<file path="src/rtl/wdg_pkg.sv">
package wdg_pkg;

  localparam int unsigned DATA_W = 32;
  localparam int unsigned ADDR_W = 2;

  localparam logic [ADDR_W-1:0] ADDR_KEY = 2'd0;
  localparam logic [ADDR_W-1:0] ADDR_CNT = 2'd1;
  localparam logic [ADDR_W-1:0] ADDR_EN  = 2'd2;

  // Enable field: bit 1 reset-enable, bit 0 count-enable.
  typedef struct packed {
    logic rst_en;
    logic cnt_en;
  } wdg_en_t;

  localparam int unsigned EN_W = $bits(wdg_en_t);

endpackage

</file>
<file path="src/rtl/wdg_key_lock.sv">
module wdg_key_lock #(
  parameter int unsigned   KEY_W     = 32,
  parameter logic [KEY_W-1:0] KEY_VALUE = 32'h5AFE_C0DE
) (
  input  logic             clk,
  input  logic             rst_n,
  input  logic             wr_key,
  input  logic [KEY_W-1:0] wdata,
  input  logic             clear,
  output logic             unlocked
);

  logic open_q;

  // Only the result of the comparison is kept, not the key itself.
  always_ff @(posedge clk or negedge rst_n) begin
    if (!rst_n) begin
      open_q <= 1'b0;
    end else if (clear) begin
      open_q <= 1'b0;
    end else if (wr_key) begin
      open_q <= (wdata == KEY_VALUE);
    end
  end

  assign unlocked = open_q;

endmodule

</file>
<file path="src/rtl/wdg_counter.sv">
module wdg_counter
  import wdg_pkg::*;
#(
  parameter int unsigned      CNT_W      = 32,
  parameter logic [CNT_W-1:0] COUNT_INIT = '1
) (
  input  logic             clk,
  input  logic             rst_n,
  input  logic             wr_cnt,
  input  logic             wr_en,
  input  logic [CNT_W-1:0] cnt_wdata,
  input  wdg_en_t          en_wdata,
  input  logic             freeze,
  input  logic             clear,
  output logic [CNT_W-1:0] count,
  output wdg_en_t          en,
  output logic             expire
);

  logic [CNT_W-1:0] cnt_q;
  wdg_en_t          en_q;
  logic             at_zero;

  assign at_zero = (cnt_q == '0);

  always_ff @(posedge clk or negedge rst_n) begin
    if (!rst_n) begin
      cnt_q <= COUNT_INIT;
    end else if (clear) begin
      cnt_q <= COUNT_INIT;
    end else if (!freeze) begin
      if (wr_cnt) begin
        cnt_q <= cnt_wdata;
      end else if (en_q.cnt_en && !at_zero) begin
        cnt_q <= cnt_q - CNT_W'(1);
      end
    end
  end

  always_ff @(posedge clk or negedge rst_n) begin
    if (!rst_n) begin
      en_q <= '0;
    end else if (clear) begin
      en_q <= '0;
    end else if (!freeze && wr_en) begin
      en_q <= en_wdata;
    end
  end

  assign expire = at_zero && en_q.cnt_en && en_q.rst_en && !freeze;
  assign count  = cnt_q;
  assign en     = en_q;

endmodule

</file>
<file path="src/rtl/wdg_pulse.sv">
module wdg_pulse #(
  parameter int unsigned PULSE_CYCLES = 4
) (
  input  logic clk,
  input  logic rst_n,
  input  logic start,
  output logic active,
  output logic done
);

  localparam int unsigned PW = (PULSE_CYCLES > 1) ? $clog2(PULSE_CYCLES) : 1;

  logic          act_q;
  logic [PW-1:0] left_q;

  always_ff @(posedge clk or negedge rst_n) begin
    if (!rst_n) begin
      act_q  <= 1'b0;
      left_q <= '0;
    end else if (!act_q) begin
      if (start) begin
        act_q  <= 1'b1;
        left_q <= PW'(PULSE_CYCLES - 1);
      end
    end else if (left_q == '0) begin
      act_q <= 1'b0;
    end else begin
      left_q <= left_q - PW'(1);
    end
  end

  assign active = act_q;
  assign done   = act_q && (left_q == '0);

endmodule

</file>
<file path="src/rtl/wdg_timer.sv">
module wdg_timer
  import wdg_pkg::*;
#(
  parameter int unsigned       CNT_W        = 32,
  parameter logic [CNT_W-1:0]  COUNT_INIT   = '1,
  parameter logic [DATA_W-1:0] KEY_VALUE    = 32'h5AFE_C0DE,
  parameter int unsigned       PULSE_CYCLES = 4
) (
  input  logic              clk,
  input  logic              rst_n,
  input  logic              reg_we,
  input  logic [ADDR_W-1:0] reg_addr,
  input  logic [DATA_W-1:0] reg_wdata,
  output logic [DATA_W-1:0] reg_rdata,
  output logic              wdg_rst_o
);

  logic             key_open;
  logic [CNT_W-1:0] cnt_val;
  wdg_en_t          en_val;
  logic             expire;
  logic             pulse_active;
  logic             pulse_done;
  logic             wr_ok;
  logic             wr_key;
  logic             wr_cnt;
  logic             wr_en;

  assign wr_ok  = reg_we && !pulse_active;
  assign wr_key = wr_ok && (reg_addr == ADDR_KEY);
  assign wr_cnt = wr_ok && key_open && (reg_addr == ADDR_CNT);
  assign wr_en  = wr_ok && key_open && (reg_addr == ADDR_EN);

  wdg_key_lock #(
    .KEY_W     (DATA_W),
    .KEY_VALUE (KEY_VALUE)
  ) u_lock (
    .clk      (clk),
    .rst_n    (rst_n),
    .wr_key   (wr_key),
    .wdata    (reg_wdata),
    .clear    (pulse_done),
    .unlocked (key_open)
  );

  wdg_counter #(
    .CNT_W      (CNT_W),
    .COUNT_INIT (COUNT_INIT)
  ) u_cnt (
    .clk       (clk),
    .rst_n     (rst_n),
    .wr_cnt    (wr_cnt),
    .wr_en     (wr_en),
    .cnt_wdata (reg_wdata[CNT_W-1:0]),
    .en_wdata  (wdg_en_t'(reg_wdata[EN_W-1:0])),
    .freeze    (pulse_active),
    .clear     (pulse_done),
    .count     (cnt_val),
    .en        (en_val),
    .expire    (expire)
  );

  wdg_pulse #(
    .PULSE_CYCLES (PULSE_CYCLES)
  ) u_pulse (
    .clk    (clk),
    .rst_n  (rst_n),
    .start  (expire),
    .active (pulse_active),
    .done   (pulse_done)
  );

  always_comb begin
    reg_rdata = '0;
    case (reg_addr)
      ADDR_KEY: reg_rdata[0]          = key_open;
      ADDR_CNT: reg_rdata[CNT_W-1:0]  = cnt_val;
      ADDR_EN:  reg_rdata[EN_W-1:0]   = en_val;
      default:  reg_rdata             = '0;
    endcase
  end

  assign wdg_rst_o = pulse_active;

endmodule

</file>
<file path="config.mk">
export PLATFORM = sky130hd
export DESIGN_NAME = wdg_timer
export DESIGN_NICKNAME = d
export VERILOG_FILES = /design/src/rtl/wdg_pkg.sv /design/src/rtl/wdg_key_lock.sv /design/src/rtl/wdg_counter.sv /design/src/rtl/wdg_pulse.sv /design/src/rtl/wdg_timer.sv
export SDC_FILE = /design/constraint.sdc
export NUM_CORES = 1
export LEC_CHECK = 0
export CORE_MARGIN = 1.5
export CORE_UTILIZATION = 53
export CTS_CLUSTER_DIAMETER = 80
export DETAILED_ROUTE_END_ITERATION = 10
export PLACE_DENSITY = 0.79
export SYNTH_ARGS = -nofsm -noshare
export SYNTH_HDL_FRONTEND = slang
export SYNTH_HIERARCHICAL = 1
export SYNTH_SLANG_ARGS = --single-unit
</file>
<file path="constraint.sdc">
create_clock -name clk -period 3.4 [get_ports clk]
set_input_delay 0.34 -clock clk [delete_from_list [all_inputs] [get_ports clk]]
set_output_delay 0.34 -clock clk [all_outputs]
set_load 0.01 [all_outputs]
</file>
# Word-level counts from Yosys, hierarchy flattened
# Index checks and enable logic that the tools add are counted.
[totals]
ff_bits = 38
inputBits = 37
out_inout_bits = 33
elab_cells = 52
[op_classes]
addsub = 2
eq_ne = 5
muxes = 17
n_reduce_logical = 22
[ops]
columns = ["op", "count"]
rows = [
  ["32-bit two-way mux", 4],
  ["32-bit by 31-bit equality test with 1-bit output, second input constant", 1],
  ["32-bit logical NOT", 1],
  ["32-bit by 1-bit subtractor with 32-bit output, second input constant", 1],
  ["30-bit two-way mux", 1],
  ["1-bit logical AND", 11],
  ["2-bit two-way mux", 5],
  ["2-bit nonzero test", 3],
  ["1-bit two-way mux", 5],
  ["2-bit logical NOT", 2],
  ["2-bit inequality test, second input constant", 2],
  ["2-bit AND reduction", 2],
  ["1-bit case mux with 3 select lines", 1],
  ["3-bit nonzero test", 1],
  ["2-bit by 1-bit equality test with 1-bit output, second input constant", 1],
  ["2-bit equality test, second input constant", 1],
  ["1-bit logical NOT", 2],
  ["1-bit case mux with 2 select lines", 1],
  ["2-bit by 1-bit subtractor with 2-bit output, second input constant", 1],
]

# Depth between registers and ports, before layout
[logic_depth]
ltp_word = 7
ltp_mapped = 11
depth_no_buf = 8

# Cells and area by module
# The synthesis kept the hierarchy.
[by_module_without_submodules]
columns = ["mod", "n_inst", "cells_each", "area_each_um2", "seq_area_each_um2"]
rows = [
  ["wdg_counter", 1, 323, 2777.7, 890.9],
  ["wdg_timer", 1, 47, 346.6, 0.0],
  ["wdg_pulse", 1, 13, 153.9, 75.1],
  ["wdg_key_lock", 1, 15, 136.4, 25.0],
]

# Worst setup path after synthesis
# No wires, ideal clock.
[synth_path]
kind = "register -> register"
start = "reg u_pulse.act_q, in the netlist u_pulse/active"
end = "reg u_cnt.cnt_q[10], in the netlist u_cnt/count[10]"
setup_ns = 0.096
t_arrival_ns = 2.346
required_ns = 3.304
slack_ns = 0.959
stages_incl_launch_ff = 11
n_path_buf = 3
synth_period_minus_slack_ns = 2.441
path_cell_list = "dfrtp_1 > nor2b_1 > and3_2 > clkbuf_1 > nand2b_1 > clkbuf_1 > nand2_1 > or3_4 > buf_6 > a311oi_2 > a31oi_1"
[synth_between]
elab_chain_len = 7
word_cells_on_any_way = 11
classes_between = "eq/ne: 1; mux: 3; reduce/logical: 7"
[synth_rtl]
columns = ["element", "line", "text"]
rows = [
  ["start, declared", "wdg_pulse.sv:13", "logic act_q;"],
  ["start signal, assigned", "wdg_pulse.sv:18", "act_q <= 1'b0;"],
  ["start signal, assigned", "wdg_pulse.sv:22", "act_q <= 1'b1;"],
  ["start signal, assigned", "wdg_pulse.sv:26", "act_q <= 1'b0;"],
  ["1-bit logical NOT (*)", "--", ""],
  ["1-bit logical AND (*)", "wdg_timer.sv:29", "assign wr_ok = reg_we && !pulse_active;"],
  ["1-bit logical AND (*) (2 in series)", "wdg_timer.sv:31", "assign wr_cnt = wr_ok && key_open && (reg_addr == ADDR_CNT);"],
  ["net wr_cnt", "wdg_timer.sv:26", "logic wr_cnt;"],
  ["32-bit two-way mux", "wdg_counter.sv:32", "if (wr_cnt) begin"],
  ["32-bit two-way mux", "wdg_counter.sv:31", "end else if (!freeze) begin"],
  ["32-bit two-way mux", "wdg_counter.sv:29", "end else if (clear) begin"],
  ["end signal, assigned", "wdg_counter.sv:33", "cnt_q <= cnt_wdata;"],
  ["end signal, assigned", "wdg_counter.sv:35", "cnt_q <= cnt_q - CNT_W'(1);"],
  ["end, declared", "wdg_counter.sv:20", "logic [CNT_W-1:0] cnt_q;"],
]
# The timed path passes the listed nets; every way through them passes the cells marked *. The select of a mux whose other input is x is not followed.
# A chain may end at the register's enable or synchronous reset.

# Worst setup path after layout
[layout_path]
start = "reg u_cnt.cnt_q[0], in the netlist u_cnt/count[0]"
end = "reg u_cnt.cnt_q[29], in the netlist u_cnt/count[29]"
[layout_between]
elab_chain_len = 5
word_cells_on_any_way = 10
classes_between = "add/sub: 1; mux: 4; reduce/logical: 5"
[layout_rtl]
columns = ["element", "line", "text"]
rows = [
  ["32-bit by 1-bit subtractor with 32-bit output or 32-bit logical NOT (tied branches)", "wdg_counter.sv:35, wdg_counter.sv:24", ""],
  ["32-bit two-way mux or 1-bit logical NOT (tied branches)", "wdg_counter.sv:34", "end else if (en_q.cnt_en && !at_zero) begin"],
  ["32-bit two-way mux or 1-bit logical AND (tied branches)", "wdg_counter.sv:32, wdg_counter.sv:34", ""],
  ["32-bit two-way mux or 3-bit nonzero test (tied branches)", "--", ""],
  ["32-bit two-way mux or 2-bit AND reduction (tied branches)", "--", ""],
]
# Several ways; a longest one is shown, not always the timed one. The select of a mux whose other input is x is not followed.

==> results by group <==
Run status
  • Status: completed

Final layout
  • Area grow syn2layout: 22.46%
  • Diode count: 0
  • Finished Core Util: 0.6661
  • Design area: between 4000 and 5000 µm²
  • Final net count: around 500
  • Layout cells sized above 1: 0.2237
  • Commonest cells after routing, fill and taps aside: clkdlybuf4s50_1 (69), nor2_1 (50), dfstp_2 (32)
  • Filler instances: ~520
  • Non-Filler Instances: about 530
  • Commonest non-fill, non-tap cell in the layout: clkdlybuf4s50_1

Place
  • Placement Setup Slack: 0.5061 ns
  • HPWL after detailed placement: around 7500 µm
  • Placed instance area: between 4000 and 5000 µm²
  • Gpl congestion: about 0.9
  • Placed Cells: between 500 and 600
  • Input/output buffers: slightly below 70

CTS
  • CTS tree: yes
  • Worst-Skew Late Latency: between 0.2 and 0.3 ns
  • Clk root buf: clkbuf_8
  • Cts hold-fix bufs: 0
  • Clock buffer depth: 2
  • Clock slew at reported path FFs: approximately 0.080 ns
  • H-tree levels: 2
  • Post-CTS Setup Bufs: 0
  • CTS Buf Count: 5
  • Post-cts sizing count: 0
  • CTS sink count: 38

Detailed routing
  • Routed Antenna Nets: 0
  • Routed length per placed instance: a little under 20 µm
  • DRC viols: 0
  • M1 wire length: 4515 µm
  • Iteration count of the initial detailed-routing pass: 6
  • Metal2 WL: between 4000 and 5000 µm
  • Wire length on met3: slightly below 1000 µm
  • Top routing layer in use: met4
  • Post-Route WL: roughly 11000 µm
  • Via Count: 3641
  • DR vias/cell: about 7
  • Iter 0 DRT Violations: between 400 and 500

Floorplan
  • Area of the core: between 6000 and 7000 µm²
  • DIE AREA: 6933 µm²
  • Starting Density: 0.5440
  • Die height: 83.27 µm
  • Die X-Extent: ~83 µm
  • Top Ports: 70
  • Num rows: 29

Power and ir drop
  • Peak VDD IR: approximately 180 µV
  • Overall power: around 0.9 mW
  • Leakage power: around 1.5 nW
  • PD cells: between 200 and 250 nW/µm²

Yosys
  • Synth Area in XOR/XNOR: 0
  • Synth Register Bits: 38
  • Synthesized Nets: ~440
  • Ys async rst share: 1.000
  • Top cell type by total area after synthesis: dfstp_2
  • Synth Flop Type: dfstp_2
  • Yosys Warn Count: 6
  • Mapped cell area: roughly 3400 µm²
  • Mux cell area share after synthesis: 0.01796
  • Top cells by area, synth: dfstp_2 (25%), and2_2 (5.7%), nor2_1 (5.5%)
  • Simple-Gate Fraction of Synth Area: 0.3811
  • Syn Area/Cell: roughly 8.6 µm²
  • Compound-Gate Fraction of Synth Area: 0.2320
  • Yosys top cell area share: 0.2462
  • Post-synth EDFFs: 0
  • Seq/Total Area, Yosys: 0.2902
  • Synth unique cells: between 70 and 80
  • Largest family of logic cells by synthesized area: simple AND/OR/NAND/NOR gates
  • Synth Area in Adders: 0.02199
  • Synthesized instance count: 398

Setup path
  • Top Family by Delay on Critical Path: simple AND/OR/NAND/NOR gates
  • Crit path kind: flip-flop to flip-flop
  • WP buf/inv: 1
  • Worst R2R Setup Slack: around 0.71 ns
  • R2R Path Start: u_cnt/count[0]
  • Arrival time worst endpoint: about 2.9 ns
  • Worst R2R End: u_cnt/count[29]
  • Slowest cell on crit path: nor3_4
  • Crit start category: flip-flop
  • CP Capture Type: flip-flop
  • Critical path's largest stage delay: roughly 0.56 ns
  • Crit path max fanout: 15
  • Critical path depth: 7
  • R2R cell count: 7
  • Worst-path cell chain: inv_1 -> ha_1 -> nor4b_2 -> nand4_2 -> nor3_4 -> nor2_4 -> a221o_1
  • Critical Path End: u_cnt/count[29]
  • WP data required: around 3.6 ns
  • Crit path launch: u_cnt/count[0]

GRT
  • GRT overflow: 0
  • Antenna violations before repair: 0
  • Largest net degree at the start of global routing: 46
  • Vias in the first global route: approximately 3400
  • GR Util All Layers: 0.3083
  • First-pass GRT wire length: between 15000 and 20000 µm

Timing
  • Hold Vio Cnt, Final: 0
  • Final clock skew: ~0.0064 ns
  • Slew of the pin with the lowest slew margin: between 0.9 and 1 ns
  • Smallest hold slack: 0.5274 ns
  • Fin crit share: 0.7898
  • Fmax: 372.4 MHz
  • Slew headroom: 0.3388
  • Unrepaired setup endpoints after global routing: no
  • Final Max Tran Viols: 0
  • Final worst slack: between 0.7 and 0.8 ns
  • Final min period: roughly 2.7 ns
  • Setup TNS: 0 ns
  • Endpoints failing setup: 0

Worst hold path
  • Min-delay src: u_pulse/left_q[1]
  • Class of the worst hold path: flip-flop to flip-flop

Flow run
  • Max Cap Violations: 0
==> sequential cells by signal (all words and copies together) (netlist names) <==
register,count
u_cnt/count,32
u_cnt/en,2
u_lock/unlocked,1
u_pulse/active,1
u_pulse/left_q,2
==> worst reg2reg max path: stages, from the launching register on <==
cell     delay, ns
dfstp_2       0.39
inv_1         0.10
ha_1          0.28
nor4b_2       0.39
nand4_2       0.34
nor3_4        0.56
nor2_4        0.19
a221o_1       0.36
==> worst min-delay path by stage <==
stage	depth (start not counted)	endpoint	slack (ns)
finish	1	u_pulse/left_q[1]	0.53
global route	1	u_pulse/left_q[1]	0.56
CTS	1	u_pulse/left_q[1]	0.53
detailed placement	1	u_pulse/left_q[1]	0.51
global placement	1	u_pulse/left_q[1]	0.51
floorplan	0	u_cnt/en[0]	0.04
==> cell families (layout without fill, tap and decap cells) <==
family                   Yosys count  count (layout)
buffers and inverters             35              93
flip-flops                        38              38
AO/OA/AOI/OAI                    105             105
AND/OR/NAND/NOR                  208             208
adder cells (fa/ha/maj)            6               6
multiplexers                       6               6
==> layer usage <==
metal | GRT usage | vias up
met5 | 0 | -
met4 | 0.1061 | 0
met3 | 0.05169 | 26
met2 | 0.4671 | 224
met1 | 0.4450 | 1734
li1 | - | 1657
==> power by group <==
| part | total [mW] | internal (mW) | switching, mW |
|---|---|---|---|
| Combinational | 0.120 | 0.0741 | 0.0462 |
| Sequential | 0.454 | 0.454 | 0.00000000751 |
| Clock | 0.328 | 0.164 | 0.164 |
==> cell type report <==
class / instances / area, µm² / area share
clock buffers: 7 / 86.33 / 0.02065
multi-input cells: 325 / 2230 / 0.5332
repair buffers: 75 / 735.7 / 0.1759
inverters: 10 / 37.54 / 0.008977
flip-flops and latches: 38 / 991.0 / 0.2370
well taps: 77 / 96.34 / 0.02304
clock inverters: 1 / 5.005 / 0.001197
==> Yosys cell counts (all sizes together), types with 6 or more instances <==
master,n
a21oi,10
a31oi,12
a32oi,8
and2,32
buf,7
clkbuf,18
dfrtp,6
dfstp,32
ha,6
inv,9
nand2,14
nand3,16
nand4,13
nor2,53
nor2b,6
nor3,19
nor4,19
o211ai,9
o21ai,19
o31ai,6
(Power assumes the default switching activity.)
